$ cat config.mk
export PLATFORM = sky130hd
export DESIGN_NAME = rmw_seq
export DESIGN_NICKNAME = d
export VERILOG_FILES = /design/src/rtl/rmw_pkg.sv /design/src/rtl/rmw_sync.sv /design/src/rtl/rmw_fsm.sv /design/src/rtl/rmw_dp.sv /design/src/rtl/rmw_seq.sv
export SDC_FILE = /design/constraint.sdc
export NUM_CORES = 1
export LEC_CHECK = 0
export ABC_AREA = 0
export BUFFER_PORTS_ARGS = -buffer_cell sky130_fd_sc_hd__buf_4
export CAP_MARGIN = 10
export CORE_MARGIN = 5
export CORE_UTILIZATION = 47
export DETAILED_ROUTE_END_ITERATION = 8
export PLACE_DENSITY = 0.87
export REMOVE_ABC_BUFFERS = 1
export SYNTH_ARGS = -nofsm -noshare
export SYNTH_HDL_FRONTEND = slang
export SYNTH_SLANG_ARGS = --single-unit
$ cat constraint.sdc
create_clock -name clk -period 2 [get_ports clk]
set_clock_uncertainty 0.1 [all_clocks]
set_input_delay 0 -clock clk [delete_from_list [all_inputs] [get_ports clk]]
set_output_delay 0 -clock clk [all_outputs]
set_load 0.01 [all_outputs]
$ cat src/rtl/rmw_pkg.sv
package rmw_pkg;

  typedef enum logic [3:0] {
    ST_IDLE, ST_S0, ST_S1, ST_S2, ST_RW, ST_S3, ST_S4, ST_S5,
    ST_S6, ST_S7, ST_S8, ST_S9, ST_S10, ST_WW, ST_S11
  } st_e;

  typedef struct packed {
    logic as;
    logic ds;
    logic dben;
    logic rnw;
    logic oe;
  } ctl_t;

  // Bus control levels for each state
  function automatic ctl_t ctl_of(input st_e s);
    ctl_t c;
    c = '{as: 1'b0, ds: 1'b0, dben: 1'b0, rnw: 1'b1, oe: 1'b0};
    case (s)
      ST_S1: begin
        c.as = 1'b1; c.ds = 1'b1;
      end
      ST_S2, ST_RW, ST_S3, ST_S4: begin
        c.as = 1'b1; c.ds = 1'b1; c.dben = 1'b1;
      end
      ST_S7: c.rnw = 1'b0;
      ST_S8: begin
        c.rnw = 1'b0; c.as = 1'b1; c.oe = 1'b1;
      end
      ST_S9, ST_S10, ST_WW: begin
        c.rnw = 1'b0; c.as = 1'b1; c.ds = 1'b1; c.dben = 1'b1; c.oe = 1'b1;
      end
      ST_S11: begin
        c.rnw = 1'b0; c.oe = 1'b1;
      end
      default: ;
    endcase
    return c;
  endfunction

  // Either acknowledge line ends a sub-cycle
  function automatic logic ack_any(input logic [1:0] a);
    return |a;
  endfunction

  // Read sub-cycles to run for a requested count
  function automatic int unsigned read_total(input int unsigned n);
    return (n == 0) ? 1 : n;
  endfunction

endpackage

$ cat src/rtl/rmw_sync.sv
module rmw_sync #(
  parameter int W      = 3,
  parameter int STAGES = 2
) (
  input  logic         clk,
  input  logic         rst_n,
  input  logic [W-1:0] d_i,
  output logic [W-1:0] q_o
);
  logic [W-1:0] chain [STAGES];

  for (genvar g = 0; g < STAGES; g++) begin : g_stage
    if (g == 0) begin : g_first
      always_ff @(posedge clk or negedge rst_n) begin
        if (!rst_n) chain[g] <= '0;
        else        chain[g] <= d_i;
      end
    end else begin : g_rest
      always_ff @(posedge clk or negedge rst_n) begin
        if (!rst_n) chain[g] <= '0;
        else        chain[g] <= chain[g-1];
      end
    end
  end

  assign q_o = chain[STAGES-1];
endmodule

$ cat src/rtl/rmw_fsm.sv
module rmw_fsm
  import rmw_pkg::*;
#(
  parameter int CW = 3
) (
  input  logic          clk,
  input  logic          rst_n,
  input  logic          start_i,
  input  logic [CW-1:0] rd_count_i,
  input  logic          write_i,
  input  logic          ack_ok_i,
  output st_e           state_o,
  output logic          take_op_o,
  output logic          grab_cinh_o,
  output logic          grab_data_o,
  output logic          done_o
);
  st_e           st, nx;
  logic [CW-1:0] left;
  logic          wr_q;
  logic          last_read;

  assign take_op_o   = (st == ST_IDLE) && start_i;
  assign last_read   = (left <= CW'(1));
  assign grab_cinh_o = (st == ST_S3);
  assign grab_data_o = (st == ST_S4);
  assign done_o      = (st == ST_S11) || ((st == ST_S5) && last_read && !wr_q);
  assign state_o     = st;

  always_comb begin
    nx = st;
    case (st)
      ST_IDLE: if (start_i) nx = ST_S0;
      ST_S0:   nx = ST_S1;
      ST_S1:   nx = ST_S2;
      ST_S2:   nx = ack_ok_i ? ST_S3 : ST_RW;
      ST_RW:   nx = ack_ok_i ? ST_S3 : ST_RW;
      ST_S3:   nx = ST_S4;
      ST_S4:   nx = ST_S5;
      ST_S5: begin
        if (!last_read) nx = ST_S0;
        else if (wr_q)  nx = ST_S6;
        else            nx = ST_IDLE;
      end
      ST_S6:   nx = ST_S7;
      ST_S7:   nx = ST_S8;
      ST_S8:   nx = ST_S9;
      ST_S9:   nx = ST_S10;
      ST_S10:  nx = ack_ok_i ? ST_S11 : ST_WW;
      ST_WW:   nx = ack_ok_i ? ST_S11 : ST_WW;
      ST_S11:  nx = ST_IDLE;
      default: nx = ST_IDLE;
    endcase
  end

  always_ff @(posedge clk or negedge rst_n) begin
    if (!rst_n) begin
      st   <= ST_IDLE;
      left <= '0;
      wr_q <= 1'b0;
    end else begin
      st <= nx;
      if (take_op_o) begin
        left <= CW'(read_total(32'(rd_count_i)));
        wr_q <= write_i;
      end else if (st == ST_S5 && !last_read) begin
        left <= left - CW'(1);
      end
    end
  end
endmodule

$ cat src/rtl/rmw_dp.sv
module rmw_dp #(
  parameter int AW = 32,
  parameter int DW = 32
) (
  input  logic          clk,
  input  logic          rst_n,
  input  logic          take_op_i,
  input  logic [AW-1:0] addr_i,
  input  logic [2:0]    fc_i,
  input  logic [1:0]    size_i,
  input  logic [DW-1:0] wdata_i,
  input  logic          grab_cinh_i,
  input  logic          grab_data_i,
  input  logic          cinh_s_i,
  input  logic [DW-1:0] data_i,
  output logic [AW-1:0] addr_o,
  output logic [2:0]    fc_o,
  output logic [1:0]    size_o,
  output logic [DW-1:0] wdata_o,
  output logic [DW-1:0] rd_data_o,
  output logic          rd_valid_o,
  output logic          cinh_o
);
  logic cinh_pend;

  always_ff @(posedge clk or negedge rst_n) begin
    if (!rst_n) begin
      addr_o  <= '0;
      fc_o    <= '0;
      size_o  <= '0;
      wdata_o <= '0;
    end else if (take_op_i) begin
      addr_o  <= addr_i;
      fc_o    <= fc_i;
      size_o  <= size_i;
      wdata_o <= wdata_i;
    end
  end

  always_ff @(posedge clk or negedge rst_n) begin
    if (!rst_n) begin
      rd_data_o  <= '0;
      rd_valid_o <= 1'b0;
      cinh_pend  <= 1'b0;
      cinh_o     <= 1'b0;
    end else begin
      rd_valid_o <= grab_data_i;
      if (grab_cinh_i) cinh_pend <= cinh_s_i;
      if (grab_data_i) begin
        rd_data_o <= data_i;
        cinh_o    <= cinh_pend;
      end
    end
  end
endmodule

$ cat src/rtl/rmw_seq.sv
module rmw_seq
  import rmw_pkg::*;
#(
  parameter int AW   = 32,
  parameter int DW   = 32,
  parameter int CW   = 3,
  parameter int SYNC = 2
) (
  input  logic          clk,
  input  logic          rst_n,
  input  logic          start_i,
  input  logic [AW-1:0] addr_i,
  input  logic [2:0]    fc_i,
  input  logic [1:0]    size_i,
  input  logic [CW-1:0] rd_count_i,
  input  logic          write_i,
  input  logic [DW-1:0] wdata_i,
  input  logic [1:0]    ack_i,
  input  logic          cinh_i,
  input  logic [DW-1:0] data_i,
  output logic [AW-1:0] addr_o,
  output logic [2:0]    fc_o,
  output logic [1:0]    size_o,
  output logic          as_o,
  output logic          ds_o,
  output logic          dben_o,
  output logic          rnw_o,
  output logic          data_oe_o,
  output logic [DW-1:0] data_o,
  output logic          lock_o,
  output logic [DW-1:0] rd_data_o,
  output logic          rd_valid_o,
  output logic          cinh_o,
  output logic          done_o
);
  logic [2:0] sync_q;
  logic       ack_ok;
  logic       in_wait;
  logic       take_op, grab_cinh, grab_data;
  st_e        state;
  ctl_t       ctl;

  rmw_sync #(.W(3), .STAGES(SYNC)) u_sync (
    .clk(clk), .rst_n(rst_n), .d_i({cinh_i, ack_i}), .q_o(sync_q)
  );

  assign ack_ok = ack_any(sync_q[1:0]);

  rmw_fsm #(.CW(CW)) u_fsm (
    .clk(clk), .rst_n(rst_n), .start_i(start_i), .rd_count_i(rd_count_i),
    .write_i(write_i), .ack_ok_i(ack_ok), .state_o(state),
    .take_op_o(take_op), .grab_cinh_o(grab_cinh), .grab_data_o(grab_data),
    .done_o(done_o)
  );

  rmw_dp #(.AW(AW), .DW(DW)) u_dp (
    .clk(clk), .rst_n(rst_n), .take_op_i(take_op), .addr_i(addr_i),
    .fc_i(fc_i), .size_i(size_i), .wdata_i(wdata_i),
    .grab_cinh_i(grab_cinh), .grab_data_i(grab_data), .cinh_s_i(sync_q[2]),
    .data_i(data_i), .addr_o(addr_o), .fc_o(fc_o), .size_o(size_o),
    .wdata_o(data_o), .rd_data_o(rd_data_o), .rd_valid_o(rd_valid_o),
    .cinh_o(cinh_o)
  );

  assign ctl       = ctl_of(state);
  assign as_o      = ctl.as;
  assign ds_o      = ctl.ds;
  assign dben_o    = ctl.dben;
  assign rnw_o     = ctl.rnw;
  assign data_oe_o = ctl.oe;
  assign lock_o    = (state != ST_IDLE);
  assign in_wait   = (state == ST_RW) || (state == ST_WW);
endmodule

# Yosys cells after proc, flatten, opt, wreduce, memory -nomap -nowiden
# Cells that the tools add are included.
# W data, S select, Z words.
dict set report classes {
  eq_ne 15
  order_cmp 1
  n_mux 14
  n_addsub 1
  reduce_logical 19
}
# op count
set ops {}
lappend ops {{$pmux W4 S12} 1}
lappend ops {{$eq A4 B4 Y1 const B} 7}
lappend ops {{$eq A4 B3 Y1 const B} 4}
lappend ops {{$mux W4} 3}
lappend ops {{$mux W3} 3}
lappend ops {{$reduce_or A9 Y1} 1}
lappend ops {{$eq A4 B2 Y1 const B} 2}
lappend ops {{$reduce_or A8 Y1} 1}
lappend ops {{$reduce_or A7 Y1} 1}
lappend ops {{$mux W1} 6}
lappend ops {{$reduce_or A2 Y1} 3}
lappend ops {{$reduce_or A6 Y1} 1}
lappend ops {{$reduce_or A5 Y1} 1}
lappend ops {{$eq A4 B1 Y1 const B} 1}
lappend ops {{$logic_and A1 B1 Y1} 4}
lappend ops {{$logic_not A4 Y1} 1}
lappend ops {{$reduce_bool A4 Y1} 1}
lappend ops {{$le A3 B1 Y1 const B} 1}
lappend ops {{$logic_not A3 Y1} 1}
lappend ops {{$sub A3 B1 Y3 const B} 1}
lappend ops {{$logic_not A1 Y1} 2}
lappend ops {{$mux W2} 1}
lappend ops {{$ne A2 B2 Y1 const B} 1}
lappend ops {{$reduce_bool A2 Y1} 1}
lappend ops {{$logic_or A1 B1 Y1} 1}
dict set report word_totals {
  inputBits 111
  regBits 118
  out_inout_bits 110
}

# Depth between registers and ports, before layout
dict set report logic_depth {
  word_depth 5
  ltp_mapped 6
}

# By module
# Synthesis repeated with hierarchy kept, for this count alone.
dict set report unflattened {
  hier_cells 308
  hier_area_um2 4739.5
}
# mod cells_per_inst instances area_per_inst_um2
set by_module_without_submodules {}
lappend by_module_without_submodules {rmw_dp 219 1 3882.5}
lappend by_module_without_submodules {rmw_fsm 65 1 594.3}
lappend by_module_without_submodules {rmw_sync 9 1 172.7}
lappend by_module_without_submodules {rmw_seq 15 1 90.1}

# Least setup slack after synthesis
# OpenSTA, ideal clock, no wires.
dict set report synth_timing {
  kind {reg2reg}
  start {register u_fsm.st[3], in the netlist u_fsm.state_o[3]}
  end {register u_dp.cinh_o}
  path_slack_ns 0.489
  synth_period_minus_slack_ns 1.511
  n_path_buf 2
  t_required_ns 1.775
  t_arrival_ns 1.286
  setup_ns 0.125
  stages_incl_launch_ff 5
  cell_sequence {dfrtp_1 and4bb_1 buf_4 buf_6 mux2_4}
}
dict set report synth_between {
  elab_chain_len 1
}
# element line
set synth_rtl {}
lappend synth_rtl {{start: declaration} rmw_fsm.sv:18} ;# st_e st, nx;
lappend synth_rtl {{start signal: assignment} rmw_fsm.sv:62} ;# st <= nx;
lappend synth_rtl {{$eq A4 B3 Y1} rmw_fsm.sv:26} ;# assign grab_data_o = (st == ST_S4);
lappend synth_rtl {{end signal: assignment} rmw_dp.sv:51} ;# cinh_o <= cinh_pend;
lappend synth_rtl {{end: declaration} rmw_dp.sv:22} ;# output logic cinh_o
# No other way between the ends.
# A chain may end at the register's enable or synchronous reset.

# Worst setup path in the final report
dict set report layout_timing {
  start {register u_fsm.left[1]}
  end {output port done_o}
}
dict set report layout_between {
  elab_chain_len 4
}
# element line
set layout_rtl {}
lappend layout_rtl {{start: declaration} rmw_fsm.sv:19} ;# logic [CW-1:0] left;
lappend layout_rtl {{start signal: assignment} rmw_fsm.sv:64} ;# left <= CW'(read_total(32'(rd_count_i)));
lappend layout_rtl {{start signal: assignment} rmw_fsm.sv:67} ;# left <= left - CW'(1);
lappend layout_rtl {{$le A3 B1 Y1} rmw_fsm.sv:24} ;# assign last_read = (left <= CW'(1));
lappend layout_rtl {{$logic_and A1 B1 Y1 (2 in series)} rmw_fsm.sv:27} ;# assign done_o = (st == ST_S11) || ((st == ST_S5) && last_read && !wr_q);
lappend layout_rtl {{$logic_or A1 B1 Y1} rmw_fsm.sv:27}
lappend layout_rtl {{end: declaration} rmw_seq.sv:34} ;# output logic done_o
# No other way between the ends.

==> impl_results.md <==
* Final non-filler cell total at approximately 800
* PwrDens at 1543 nW/um2
* Initial antenna violation count at 1
* RD Place Congestion at roughly 0.91
* Critical Path, Cell by Cell: inv_2 > ha_4 > o21ba_4 > nor2_4 > nand3_1 > a21oi_2 > buf_4
* CP startpoint kind: flip-flop
* Peak VDD IR at 0.9140 mV
* Static leakage at around 4.2 nW
* Outcome: finished clean
* Worst path arrival time at 1.82 ns
* Root Buffer: clkbuf_8
* Total power at between 10 and 15 mW
* Yosys reg bits at 118
* Max H-tree Level at 4
* First-pass GRT wire length at 25920 um
* ANT nets after route at 0
* Most frequent cells in the layout: buf_4, dfrtp_1, dlygate4sd3_1
* Min Clock Period, post-route at 1.924 ns
* Post-Synthesis Cells at between 300 and 400
* I/O pin total at 221
* Starting Density at between 40 and 50%
* Leading cell type in the layout, fill and taps excluded: buf_4
* Number of global-route vias before repair at roughly 4800
* Max stage delay on crit path at just over 0.4 ns
* Filler cells at between 500 and 600
* Crit end category: output pin
* Fin crit share at 96.18%
* Layout area overhead at 71.95%
* WS Path Type: flip-flop to output pin
* Crit path required time at approximately 1.9 ns
* Placed insts at 655
* Die area at about 13000 um2
* Nets at 763
* Synth area leaders: dfrtp_1, mux2_4, mux2_2, buf_6, nor2_1
* DRC Markers at 0
* Row count at 37
* Grt total ovfl at 0
* Rel. slew slack at 79.36%
* Clock transition at path regs at roughly 0.06 ns
* Hold Violations, Final at 0
* WL/cell at a little over 20 um
* Actual slew at the worst max-slew pin at 0.3096 ns
* TNS Setup at 0 ns
* Post-CTS Setup Bufs at 0
* Yosys top cell area share at between 50 and 60%
* Port Buf Inserts at 220
* Util after Layout at 82.46%
* Via density at about 5.0
* CTS sink cnt at between 100 and 150
* CTS max path bufs at 2
* Yosys warning total at 0
* First DRT Iteration DRCs at approximately 190
* Die height at roughly 110 um
* Slowest stage cell, crit path: dfrtp_1
* Maxcap violations at 0
* Final setup violating endpoints at 0
* Mapped Area at between 4000 and 5000 um2
* Drt pass-1 iters at 4
* HP Class: input port to flip-flop
* Routed WL at between 15000 and 20000 um
* Leading area contributor after synthesis: dfrtp_1
* Tot GR Track Use at about a quarter
* Worst-Skew Late Latency at between 0.5 and 0.6 ns
* Syn Area/Cell at 16.37 um2
* Die Width at approximately 110 um
* Vias at between 4000 and 5000
* Core box area at just over 10000 um2
* Netlist cell types at 37
* Achievable clock frequency at 0.5198 GHz
* TritonCTS Buffers at 17
* Share of cells above drive strength 1 at a little under three fifths
* Seq/Total Area, Yosys at roughly three fifths
* Crit path max fanout at 3
* Largest net degree at the start of global routing at 44
* CTS tree: built
* Hpwl dp at between 9000 and 10000 um
* Final Slew Violations at 0
==> sequential cells by signal, indices dropped and copies added, names as in the netlist, 2 cells and up <==
| register | flops |
|---|---|
| u_dp.addr_o | 32 |
| u_dp.wdata_o | 32 |
| u_fsm.state_o | 4 |
| u_sync.q_o | 3 |
| u_dp.rd_data_o | 32 |
| u_fsm.left | 3 |
| u_dp.size_o | 2 |
| u_dp.fc_o | 3 |
| u_sync.chain | 3 |
==> cell usage after synthesis <==
cell / instances
a32o_1: 1
nor3_1: 3
and3b_1: 1
mux2_1: 1
nor2_4: 1
or3_1: 1
mux2_2: 29
mux2i_1: 1
a21oi_1: 6
o21ai_1: 1
nor2_2: 1
nand2b_1: 1
nor2_1: 10
nand3_1: 4
xnor2_1: 1
nand4b_1: 2
mux2_4: 74
a21o_1: 1
a31oi_1: 1
buf_6: 9
o2bb2ai_1: 1
dfrtp_1: 118
o21ai_0: 4
a22o_1: 2
ha_1: 2
buf_2: 4
nor2b_1: 3
nand2_1: 5
o31a_1: 1
and4bb_1: 1
nand3_2: 1
and4b_1: 1
clkbuf_1: 2
buf_4: 1
a311oi_1: 1
o21ba_2: 1
inv_1: 4
==> path summary, 6_finish.rpt <==
check | start | slack, ns | cells after the start | endpoint
setup / recovery | u_fsm.left[1]$_DFFE_PN0P_ | 0.08 | 7 | done_o
hold / removal | ack_i[1] | 0.05 | 2 | u_sync.chain[4]$_DFF_PN0_
setup reg to reg | u_fsm.state_o[3]$_DFFE_PN0P_ | 0.21 | 4 | u_dp.addr_o[26]$_DFFE_PN0P_
hold reg to reg | u_sync.chain[5]$_DFF_PN0_ | 0.25 | 0 | u_sync.q_o[2]$_DFF_PN0_
max in group asynchronous | rst_n | 1.00 | 4 | u_dp.wdata_o[12]$_DFFE_PN0P_
min in group asynchronous | rst_n | 0.50 | 4 | u_dp.rd_data_o[11]$_DFFE_PN0P_
==> where the power goes <==
part           leakage, nW  internal, mW  switching, mW
combinational         2.54          3.54           2.39
clock                0.265          1.71           1.01
sequential            1.41          3.56          0.867
total                 4.22          8.81           4.27
==> critical path: cells and delay by family (launching register included) <==
kind	cells	cell delay, ns
DFF	1	0.41
adders and majority gates	1	0.15
AOI/OAI and AO/OA	2	0.32
and+or+nand+nor	2	0.19
buffers and inverters	2	0.25
==> area by class of cell <==
type                    count  area [um2]  area share, %
repair buffers            346        2938          34.67
multi-input cells         163        1864          22.00
flip-flops and latches    118        2954          34.86
diodes                      1       2.502        0.02953
inverters                   4       15.01         0.1772
clock inverters             3       15.01         0.1772
well taps                 136       170.2          2.008
clock buffers              28       515.5          6.083
==> through the flow <==
step,cell area [um2],hold slack (ns),worst slack [ns]
6_report,8474,0.05492,0.07633
4_1_cts,8449,0.02123,0.02511
2_1_floorplan,4792,-0.3956,-1.016
3_5_place_dp,6777,-0.09632,0.2587
3_3_place_gp,6777,-0.09647,0.2957
5_1_grt,8474,0.04360,-0.02146
==> logic make-up (layout without fill, tap and decap cells) <==
family                   count (synthesis)  in the layout  share of synthesized area, %
XOR/XNOR                                 1              1                        0.1777
multiplexers                           105            105                         29.60
adder cells (fa/ha/maj)                  2              2                        0.5077
buffers and inverters                   20            381                         3.072
AND/OR/NAND/NOR                         35             35                         4.037
flip-flops                             118            118                         59.91
AO/OA/AOI/OAI                           20             20                         2.691
other                                    0              1                             0
==> routing by layer <==
| layer | vias up | global-route usage [%] | wire length [um] |
|---|---|---|---|
| li1 | 1764 | - | - |
| met1 | 1995 | 27.87 | 5860 |
| met2 | 204 | 49.78 | 9005 |
| met3 | 59 | 7.062 | 941 |
| met4 | 0 | 12.42 | 709 |
| met5 | - | 0 | 0 |
==> what timing repair did <==
action | in CTS | in global routing
endpoints found under the hold margin | 227 | 0
setup endpoints to repair | 1 | 2
hold buffers | 112 | 0
gates resized for setup | 4 | 5
pin swaps | 0 | 1
Note: power is estimated with default switching activity, not from simulation.
